--- src/rtl/pwmtb_pkg.sv ---
// Package: shared counting-mode encoding and control-field positions for the
// PWM time-base. Assumes a 16-bit control word.
package pwmtb_pkg;
    typedef enum logic [1:0] {
        CM_UP   = 2'b00,
        CM_DOWN = 2'b01,
        CM_UPDN = 2'b10,
        CM_HOLD = 2'b11
    } cnt_mode_e;

    localparam int MODE_LSB = 0;
    localparam int IMM_BIT  = 3;
    localparam int DIVB_LSB = 7;
    localparam int DIVA_LSB = 10;
    localparam int RUN_LSB  = 14;
endpackage

--- src/rtl/pwmtb_prescaler.sv ---
// Prescaler: emits a one-clock tick every 2^a * (b ? 2b : 1) clocks.
// Assumes the field values may change at any time. A count that is already
// past the new limit fires a tick at once and starts again from zero.
module pwmtb_prescaler #(
    parameter int A_W = 3,
    parameter int B_W = 3
) (
    input  logic           clk,
    input  logic           rst_n,
    input  logic [A_W-1:0] div_a,
    input  logic [B_W-1:0] div_b,
    output logic           tick
);
    localparam int MAX_SHIFT = (2 ** A_W) - 1;
    localparam int DIV_W     = MAX_SHIFT + B_W + 2;

    logic [B_W:0]     stage2;
    logic [DIV_W-1:0] div_total;
    logic [DIV_W-1:0] pre_cnt;

    // Combined division ratio from both stages.
    always_comb begin
        stage2    = (div_b == '0) ? {{B_W{1'b0}}, 1'b1} : {div_b, 1'b0};
        div_total = DIV_W'(stage2) << div_a;
        tick      = (pre_cnt >= div_total - 1'b1);
    end

    // Clock counter that restarts after each tick.
    always_ff @(posedge clk) begin
        if (!rst_n)    pre_cnt <= '0;
        else if (tick) pre_cnt <= '0;
        else           pre_cnt <= pre_cnt + 1'b1;
    end

    assert_tick_spacing_R2: assert property (@(posedge clk) disable iff (!rst_n)
        (tick && div_total > 1) |=> (!tick || div_total == 1));
endmodule

--- src/rtl/pwmtb_period.sv ---
// Period holder: a shadow copy and an active copy. In shadow mode a write
// lands in the shadow copy, which is promoted when the count lands on zero.
// In immediate mode a write updates both copies.
module pwmtb_period #(
    parameter int CNT_W = 16
) (
    input  logic             clk,
    input  logic             rst_n,
    input  logic             wr_prd,
    input  logic [CNT_W-1:0] wr_data,
    input  logic             imm,
    input  logic             cyc_end,
    output logic [CNT_W-1:0] prd_act
);
    logic [CNT_W-1:0] prd_shd;

    // Shadow and active period update.
    always_ff @(posedge clk) begin
        if (!rst_n) begin
            prd_shd <= '1;
            prd_act <= '1;
        end else if (wr_prd && imm) begin
            prd_shd <= wr_data;
            prd_act <= wr_data;
        end else begin
            if (wr_prd)  prd_shd <= wr_data;
            if (cyc_end) prd_act <= prd_shd;
        end
    end

    assert_shadow_hold_R10: assert property (@(posedge clk) disable iff (!rst_n)
        (!imm && !cyc_end && !wr_prd) |=> $stable(prd_act));
    assert_imm_load_R11: assert property (@(posedge clk) disable iff (!rst_n)
        (wr_prd && imm) |=> (prd_act == $past(wr_data)));
endmodule

--- src/rtl/pwmtb_counter.sv ---
// Counter: steps the count on each tick according to the mode and the run
// field, tracks the direction of the last step, and raises the landing
// strobes. Assumes the period is the active copy from pwmtb_period.
module pwmtb_counter
    import pwmtb_pkg::*;
#(
    parameter int CNT_W = 16
) (
    input  logic             clk,
    input  logic             rst_n,
    input  logic             tick,
    input  cnt_mode_e        mode,
    input  logic [1:0]       run,
    input  logic [CNT_W-1:0] prd,
    output logic [CNT_W-1:0] cnt,
    output logic             dir_dn,
    output logic             evz,
    output logic             evp,
    output logic             cyc_end
);
    logic [CNT_W-1:0] nxt;
    logic             nxt_dir;
    logic             advance;

    // Next count and direction for the current mode.
    always_comb begin
        nxt     = cnt;
        nxt_dir = dir_dn;
        case (mode)
            CM_UP: begin
                nxt     = (cnt >= prd) ? '0 : cnt + 1'b1;
                nxt_dir = 1'b0;
            end
            CM_DOWN: begin
                nxt     = (cnt == '0) ? prd : cnt - 1'b1;
                nxt_dir = 1'b1;
            end
            CM_UPDN: begin
                if (!dir_dn) begin
                    if (cnt >= prd) begin
                        nxt     = (cnt == '0) ? '0 : cnt - 1'b1;
                        nxt_dir = 1'b1;
                    end else begin
                        nxt     = cnt + 1'b1;
                        nxt_dir = 1'b0;
                    end
                end else if (cnt == '0) begin
                    nxt     = (prd == '0) ? '0 : {{(CNT_W-1){1'b0}}, 1'b1};
                    nxt_dir = 1'b0;
                end else begin
                    nxt     = cnt - 1'b1;
                    nxt_dir = 1'b1;
                end
            end
            default: begin
                nxt     = cnt;
                nxt_dir = dir_dn;
            end
        endcase
        advance = tick && (mode != CM_HOLD) && (run[1] || (run[0] && cnt != '0));
        cyc_end = advance && (nxt == '0);
    end

    // Count, direction and landing strobes.
    always_ff @(posedge clk) begin
        if (!rst_n) begin
            cnt    <= '0;
            dir_dn <= 1'b0;
            evz    <= 1'b0;
            evp    <= 1'b0;
        end else if (advance) begin
            cnt    <= nxt;
            dir_dn <= nxt_dir;
            evz    <= (nxt == '0);
            evp    <= (nxt == prd);
        end else begin
            evz    <= 1'b0;
            evp    <= 1'b0;
        end
    end

    assert_zero_strobe_R3: assert property (@(posedge clk) disable iff (!rst_n)
        evz |-> (cnt == '0));
    assert_down_dir_R4: assert property (@(posedge clk) disable iff (!rst_n)
        (mode == CM_DOWN && tick && run[1]) |=> dir_dn);
    assert_hold_R6: assert property (@(posedge clk) disable iff (!rst_n)
        (mode == CM_HOLD) |=> ($stable(cnt) && !evz && !evp));
    assert_halt_R7: assert property (@(posedge clk) disable iff (!rst_n)
        (run == 2'b00) |=> $stable(cnt));
    assert_stop_zero_R8: assert property (@(posedge clk) disable iff (!rst_n)
        (run == 2'b01 && cnt == '0) |=> (cnt == '0));
endmodule

--- src/rtl/pwm_timebase.sv ---
// Top: the control register and the write decode, plus the prescaler, the
// period holder and the counter. wr_sel=0 writes control, wr_sel=1 writes
// the period. Assumes CNT_W >= 16, so that the control fields fit.
module pwm_timebase
    import pwmtb_pkg::*;
#(
    parameter int CNT_W = 16,
    parameter int A_W   = 3,
    parameter int B_W   = 3
) (
    input  logic             clk,
    input  logic             rst_n,
    input  logic             wr_en,
    input  logic             wr_sel,
    input  logic [CNT_W-1:0] wr_data,
    output logic [CNT_W-1:0] count,
    output logic             evt_zero,
    output logic             evt_period,
    output logic             dir_down
);
    cnt_mode_e        mode_q;
    logic             imm_q;
    logic [A_W-1:0]   diva_q;
    logic [B_W-1:0]   divb_q;
    logic [1:0]       run_q;
    logic             tick;
    logic             cyc_end;
    logic [CNT_W-1:0] prd_act;

    // Control-register fields, loaded on a control write.
    always_ff @(posedge clk) begin
        if (!rst_n) begin
            mode_q <= CM_UP;
            imm_q  <= 1'b0;
            diva_q <= '0;
            divb_q <= '0;
            run_q  <= 2'b00;
        end else if (wr_en && !wr_sel) begin
            mode_q <= cnt_mode_e'(wr_data[MODE_LSB +: 2]);
            imm_q  <= wr_data[IMM_BIT];
            diva_q <= wr_data[DIVA_LSB +: A_W];
            divb_q <= wr_data[DIVB_LSB +: B_W];
            run_q  <= wr_data[RUN_LSB +: 2];
        end
    end

    pwmtb_prescaler #(.A_W(A_W), .B_W(B_W)) u_pre (
        .clk(clk), .rst_n(rst_n), .div_a(diva_q), .div_b(divb_q), .tick(tick)
    );

    pwmtb_period #(.CNT_W(CNT_W)) u_prd (
        .clk(clk), .rst_n(rst_n), .wr_prd(wr_en && wr_sel), .wr_data(wr_data),
        .imm(imm_q), .cyc_end(cyc_end), .prd_act(prd_act)
    );

    pwmtb_counter #(.CNT_W(CNT_W)) u_cnt (
        .clk(clk), .rst_n(rst_n), .tick(tick), .mode(mode_q), .run(run_q),
        .prd(prd_act), .cnt(count), .dir_dn(dir_down), .evz(evt_zero),
        .evp(evt_period), .cyc_end(cyc_end)
    );
endmodule

--- config.mk ---
export PLATFORM = sky130hd
export DESIGN_NAME = pwm_timebase
export DESIGN_NICKNAME = d
export VERILOG_FILES = /design/src/rtl/pwmtb_pkg.sv /design/src/rtl/pwmtb_prescaler.sv /design/src/rtl/pwmtb_period.sv /design/src/rtl/pwmtb_counter.sv /design/src/rtl/pwm_timebase.sv
export SDC_FILE = /design/constraint.sdc
export NUM_CORES = 1
export LEC_CHECK = 0
export ABC_AREA = 1
export BUFFER_PORTS_ARGS = -buffer_cell sky130_fd_sc_hd__buf_2
export CAP_MARGIN = 20
export CELL_PAD_IN_SITES_DETAIL_PLACEMENT = 1
export CELL_PAD_IN_SITES_GLOBAL_PLACEMENT = 2
export CORE_MARGIN = 2
export CORE_UTILIZATION = 36
export CTS_CLUSTER_DIAMETER = 30
export CTS_CLUSTER_SIZE = 30
export DETAILED_ROUTE_END_ITERATION = 10
export GPL_ROUTABILITY_DRIVEN = 1
export PLACE_DENSITY = 0.85
export SETUP_SLACK_MARGIN = 0.2
export SLEW_MARGIN = 25
export SYNTH_ARGS = -nofsm -noshare
export SYNTH_HDL_FRONTEND = slang
export SYNTH_SLANG_ARGS = --single-unit
--- constraint.sdc ---
create_clock -name clk -period 6.3 [get_ports clk]
set_input_delay 0.315 -clock clk [delete_from_list [all_inputs] [get_ports clk]]
set_output_delay 0.315 -clock clk [all_outputs]
set_load 0.02 [all_outputs]
## Yosys cells after proc, flatten, opt, wreduce, memory -nomap -nowiden

Cells that the tools add are included.
W data, S select, Z words.

| cells by class | value |
|---|---|
| add/subtract/negate cells | 4 |
| order comparisons | 2 |
| equality and inequality tests | 4 |
| shifts and indexed selects | 1 |
| mux-type cells | 17 |
| bitwise operators | 1 |
| reductions and logical operators | 21 |

Operator list:

| kind | number |
|---|---|
| $mux W16 | 10 |
| $logic_not A16 Y1 | 3 |
| $pmux W16 S3 | 1 |
| $add A16 B1 Y16 const B | 1 |
| $eq A16 B16 Y1 | 1 |
| $ge A16 B16 Y1 | 1 |
| $reduce_bool A16 Y1 | 1 |
| $sub A16 B1 Y16 const B | 1 |
| $add A12 B1 Y12 const B | 1 |
| $ge A12 B12 Y1 | 1 |
| $shl A4 B3 Y12 | 1 |
| $sub A12 B1 Y12 const B | 1 |
| $logic_and A1 B1 Y1 | 7 |
| $mux W1 | 4 |
| $mux W4 | 1 |
| $reduce_and A2 Y1 | 2 |
| $reduce_bool A2 Y1 | 2 |
| $logic_not A3 Y1 | 1 |
| $pmux W1 S3 | 1 |
| $reduce_bool A3 Y1 | 1 |
| $eq A2 B1 Y1 const B | 1 |
| $eq A2 B2 Y1 const B | 1 |
| $logic_not A2 Y1 | 1 |
| $ne A2 B2 Y1 const B | 1 |
| other kinds (4) | 4 |

| word-level totals | value |
|---|---|
| flip-flop bits (word level) | 74 |
| input bits | 20 |
| output and inout port bits | 19 |

## Depth between registers and ports, before layout

| depth | value |
|---|---|
| word-level depth | 10 |
| mapped depth | 25 |
| gate-level depth less buffers | 25 |

## By module

A second synthesis with hierarchy kept.

| unflattened totals | value |
|---|---|
| cells, all modules | 1085 |
| area total of the unflattened synthesis | 6551.3 um^2 |

By module, submodules not included:

| module | instances | cells each | area an instance (um^2) | sequential area each (um^2) |
|---|---|---|---|---|
| pwmtb_counter | 1 | 631 | 3385.7 | 380.4 |
| pwmtb_period | 1 | 195 | 1462.7 | 640.6 |
| pwmtb_prescaler | 1 | 184 | 1219.9 | 240.2 |
| pwm_timebase | 1 | 75 | 483.0 | 220.2 |

## Worst setup path before layout

OpenSTA, ideal clock, no wires.

| path | value |
|---|---|
| kind | register to register |
| start | register diva_q[0] |
| end | register u_prd.prd_act[8] |
| library setup time | 0.122 ns |
| arrival time | 3.279 ns |
| data required time | 6.178 ns |
| slack | 2.899 ns |
| cell stages (with the launch flop) | 24 |
| buffers on the path | 1 |
| cell sequence | dfxtp_1 inv_1 a22oi_1 nor2_1 nand2_1 ha_1 nand2_1 nor3_1 nand3b_1 nor3b_1 xnor2_1 ha_1 nand2_1 nor2_1 nand3_1 nand3_1 a31oi_1 nor2_1 inv_1 nor2_2 nand2_4 buf_6 nand3_1 nand3_1 |

| between the ends | value |
|---|---|
| longest elaborated chain between the ends | 7 |

Ends and longest elaborated chain:

| element | RTL line | text |
|---|---|---|
| start, declared | pwm_timebase.sv:23 | `logic [A_W-1:0] diva_q;` |
| start signal, assigned | pwm_timebase.sv:41 | `diva_q <= wr_data[DIVA_LSB +: A_W];` |
| $shl A4 B3 Y12 | pwmtb_prescaler.sv:24 | `div_total = DIV_W'(stage2) << div_a;` |
| $sub A12 B1 Y12 | pwmtb_prescaler.sv:25 | `tick = (pre_cnt >= div_total - 1'b1);` |
| $ge A12 B12 Y1 | pwmtb_prescaler.sv:25 |  |
| $logic_and A1 B1 Y1 (2 in series) | pwmtb_counter.sv:60 | `advance = tick && (mode != CM_HOLD) && (run[1] \|\| (run[0] && cnt != '0));` |
| $logic_and A1 B1 Y1 | pwmtb_counter.sv:61 | `cyc_end = advance && (nxt == '0);` |
| $reduce_bool A2 Y1 (no line) | n/a |  |
| end signal, assigned | pwmtb_period.sv:24 | `prd_act <= wr_data;` |
| end signal, assigned | pwmtb_period.sv:27 | `if (cyc_end) prd_act <= prd_shd;` |
| end, declared | pwmtb_period.sv:13 | `output logic [CNT_W-1:0] prd_act` |

No other way between the ends.
A chain may end at the register's enable or synchronous reset.

## Final worst setup path

| path | value |
|---|---|
| start | register diva_q[0] |
| end | register u_prd.prd_act[4] |

Same word-level chain as after synthesis.

==> results.tsv <==
metric	value	unit
yosysUniqueCellTypes	44	
place_area	0.00631	mm2
fill_cells	2247	
h-tree-depth	3	
grt_pass1_wl	33800	um
cts_resized	0	
grt_pass1_vias	6414	
grt_max_degree	61	
setup_tns	0	ps
synth_commonest_cells	nand2_1 (260), inv_1 (112), nor2_1 (111)	
cp-end-kind	register	
ys_ff_latch	74	
synth_top_family_by_area	simple AND/OR/NAND/NOR gates	
cts_tree	built	
async_flop_share	0	%
ios	39	
syn_to_final_growth	9.86	%
clk_pin_slew	60	ps
status	complete, no violations	
pwr_density_cell	196	mW/mm2
finClkSkew	4.02	ps
critPathKind	register to register	
cap_violations	0	
slew_headroom	43.4	%
core	0.0165	mm2
hold_viol	0	
synth.top_cell.area_share	24.6	%
antenna_found_initial	0	
insertion_delay	330	ps
synth.most_common_cell	nand2_1	
drt-total-wl	20100	um
hold_buffers	0	
vias	6238	
start_util	36.5	%
ant_nets	0	
synthMuxAreaShare	0	%
p_leak	3.50	nW
synth_area	0.00601	mm2
numCtsBuffers	9	
die_y	133	um
grt_use_total	23.7	%
hold_path.class	primary input to register	
min_period_over_period	65.4	%
max-vdd-ir-drop	0.000150	V
worstPathMaxFanout	33	
clock_sinks	74	
yosys.area_share.simple	39.5	%
period_needed	4120	ps
clock.fmax	243	MHz
port_buffers	38	
seq_area	0.00148	mm2
slew_violations	0	
hpwl	15300	um
drt_iter0_drc	308	
synth.top_cells.by_area	dfxtp_1 (25%), nand2_1 (16%), nand3_1 (7.8%)	
clockBufferDepth	2	
design_area	0.00661	mm2
synth-seq-area-share	24.6	%
final_layout_size_suffix_gt1_share	9.64	%
cts_setup_buffers	0	
tightestPinTransition	849	ps
root_buffer	clkbuf_16	
place.gp.congestion	0.887	
synth_xor_area_share	4.51	%
final_util	40.1	%
ff2ff_setup_slack	2180	ps
drcViolationCount	0	
syn_inst	972	
grt.overflow.total	0	
viasPerCell	5.13	
die_w	133	um
synth_area_leader_cell	dfxtp_1	
cp.required	6570	ps
yosysWarnings	0	
synth_edf_count	0	
drt-pass1-iter-count	4	
die_area	0.0178	mm2
wl_per_cell	16.6	um
synth_nets	1028	
multi_input_area	0.00387	mm2
synthAdderAreaFrac	7.49	%
cp-start-kind	register	
num_rows	47	
synth_compound_area_share	12.8	%
diodes	0	
avgSynthCellArea	6.19	um2
setup_viol	0	
nets	1047	
rsz0062_at_grt	false	
ys.flop_type	dfxtp_1	
cp_data_arrival_time	4390	ps
[final cells by class]
cell class	count	share of cell area, %
sequential	74	22.4
inverter	118	6.70
multi-input combinational	743	58.6
tap	220	4.17
timing repair buffer	45	3.67
clock buffer	9	3.41
clock inverter	7	1.06
[cell families (layout without fill, tap and decap cells)]
family                     after synthesis  in the layout
AOI/OAI and AO/OA                      136            136
buffers and inverters                  155            179
and+or+nand+nor                        539            539
other                                    1              1
adders and majority gates               36             36
xor gates and xnor gates                31             31
DFF                                     74             74
[critical path: stages (launching register included)]
cell	delay, ps
dfxtp_1	390
inv_1	90
nor2_1	170
nor2_1	90
o21ai_0	280
nor2_1	120
inv_1	90
nand2_1	60
nor3_1	260
nand3b_1	180
nor3b_1	250
xnor2_1	110
ha_1	280
nand2_1	60
nor2_1	180
nand3_1	100
nand3_1	80
a31oi_1	60
nor2_2	90
buf_4	290
nand3_1	170
o21ai_2	400
nand2_1	140
nand3_1	90
[report_power, final]
part / internal [mW] / switching [mW] / leakage [nW]
Clock: 0.306 / 0.202 / 0.145
Combinational: 0.0944 / 0.187 / 2.75
Sequential: 0.486 / 0.0199 / 0.604
Total: 0.886 / 0.409 / 3.50
[placed cells by master (no fill, tap or decap), drive strengths merged, types with 2 or more instances in the layout]
master / instances
xnor2: 5
inv: 115
nor2: 122
clkbuf: 9
dfxtp: 74
nand3b: 3
a211oi: 4
o211ai: 17
nand4: 25
nor3b: 4
o31ai: 2
o21ai: 67
a21oi: 38
xor2: 26
clkinv: 8
nand2: 268
or2: 4
buf: 45
nor4: 3
nor3: 10
nand3: 100
ha: 36
[per-layer routing]
layer  global-route usage, %  vias to the layer above  share of wire [%]  wire length (um)
li1                        -                     3201                  -                 -
met2                    39.1                      103                 46              9320
met1                    32.1                     2900                 48              9740
met4                    7.92                        0                2.7               541
met5                       0                        -                  0                 0
met3                    2.97                       34                2.7               541
[flip-flops by register name (all words and copies together), names as in the netlist]
register	count
u_pre.pre_cnt	12
imm_q	1
u_prd.prd_shd	16
divb_q	3
u_cnt.cnt	16
u_cnt.evz	1
mode_q	2
run_q	2
diva_q	3
u_cnt.evp	1
u_cnt.dir_dn	1
u_prd.prd_act	16
[worst paths after layout]
| check | from | end | cells after the start |
|---|---|---|---|
| setup reg to reg | diva_q[0] | u_prd.prd_act[4] | 23 |
| setup / recovery | diva_q[0] | u_prd.prd_act[4] | 23 |
| hold reg to reg | u_prd.prd_shd[15] | u_prd.prd_shd[15] | 2 |
| hold / removal | wr_data[7] | u_prd.prd_shd[7] | 3 |
[through the flow]
step	hold WS, ps	power, mW	std cells	setup slack (ps)
5_1_grt	258	1.37	1216	1590
2_1_floorplan	443	0.719	972	2900
6_report	256	1.30	1216	2180
4_1_cts	238	1.31	1216	2140
3_3_place_gp	455	0.792	1200	2260
3_5_place_dp	462	0.797	1200	2180
No activity file was read; power rests on OpenSTA's default activity.
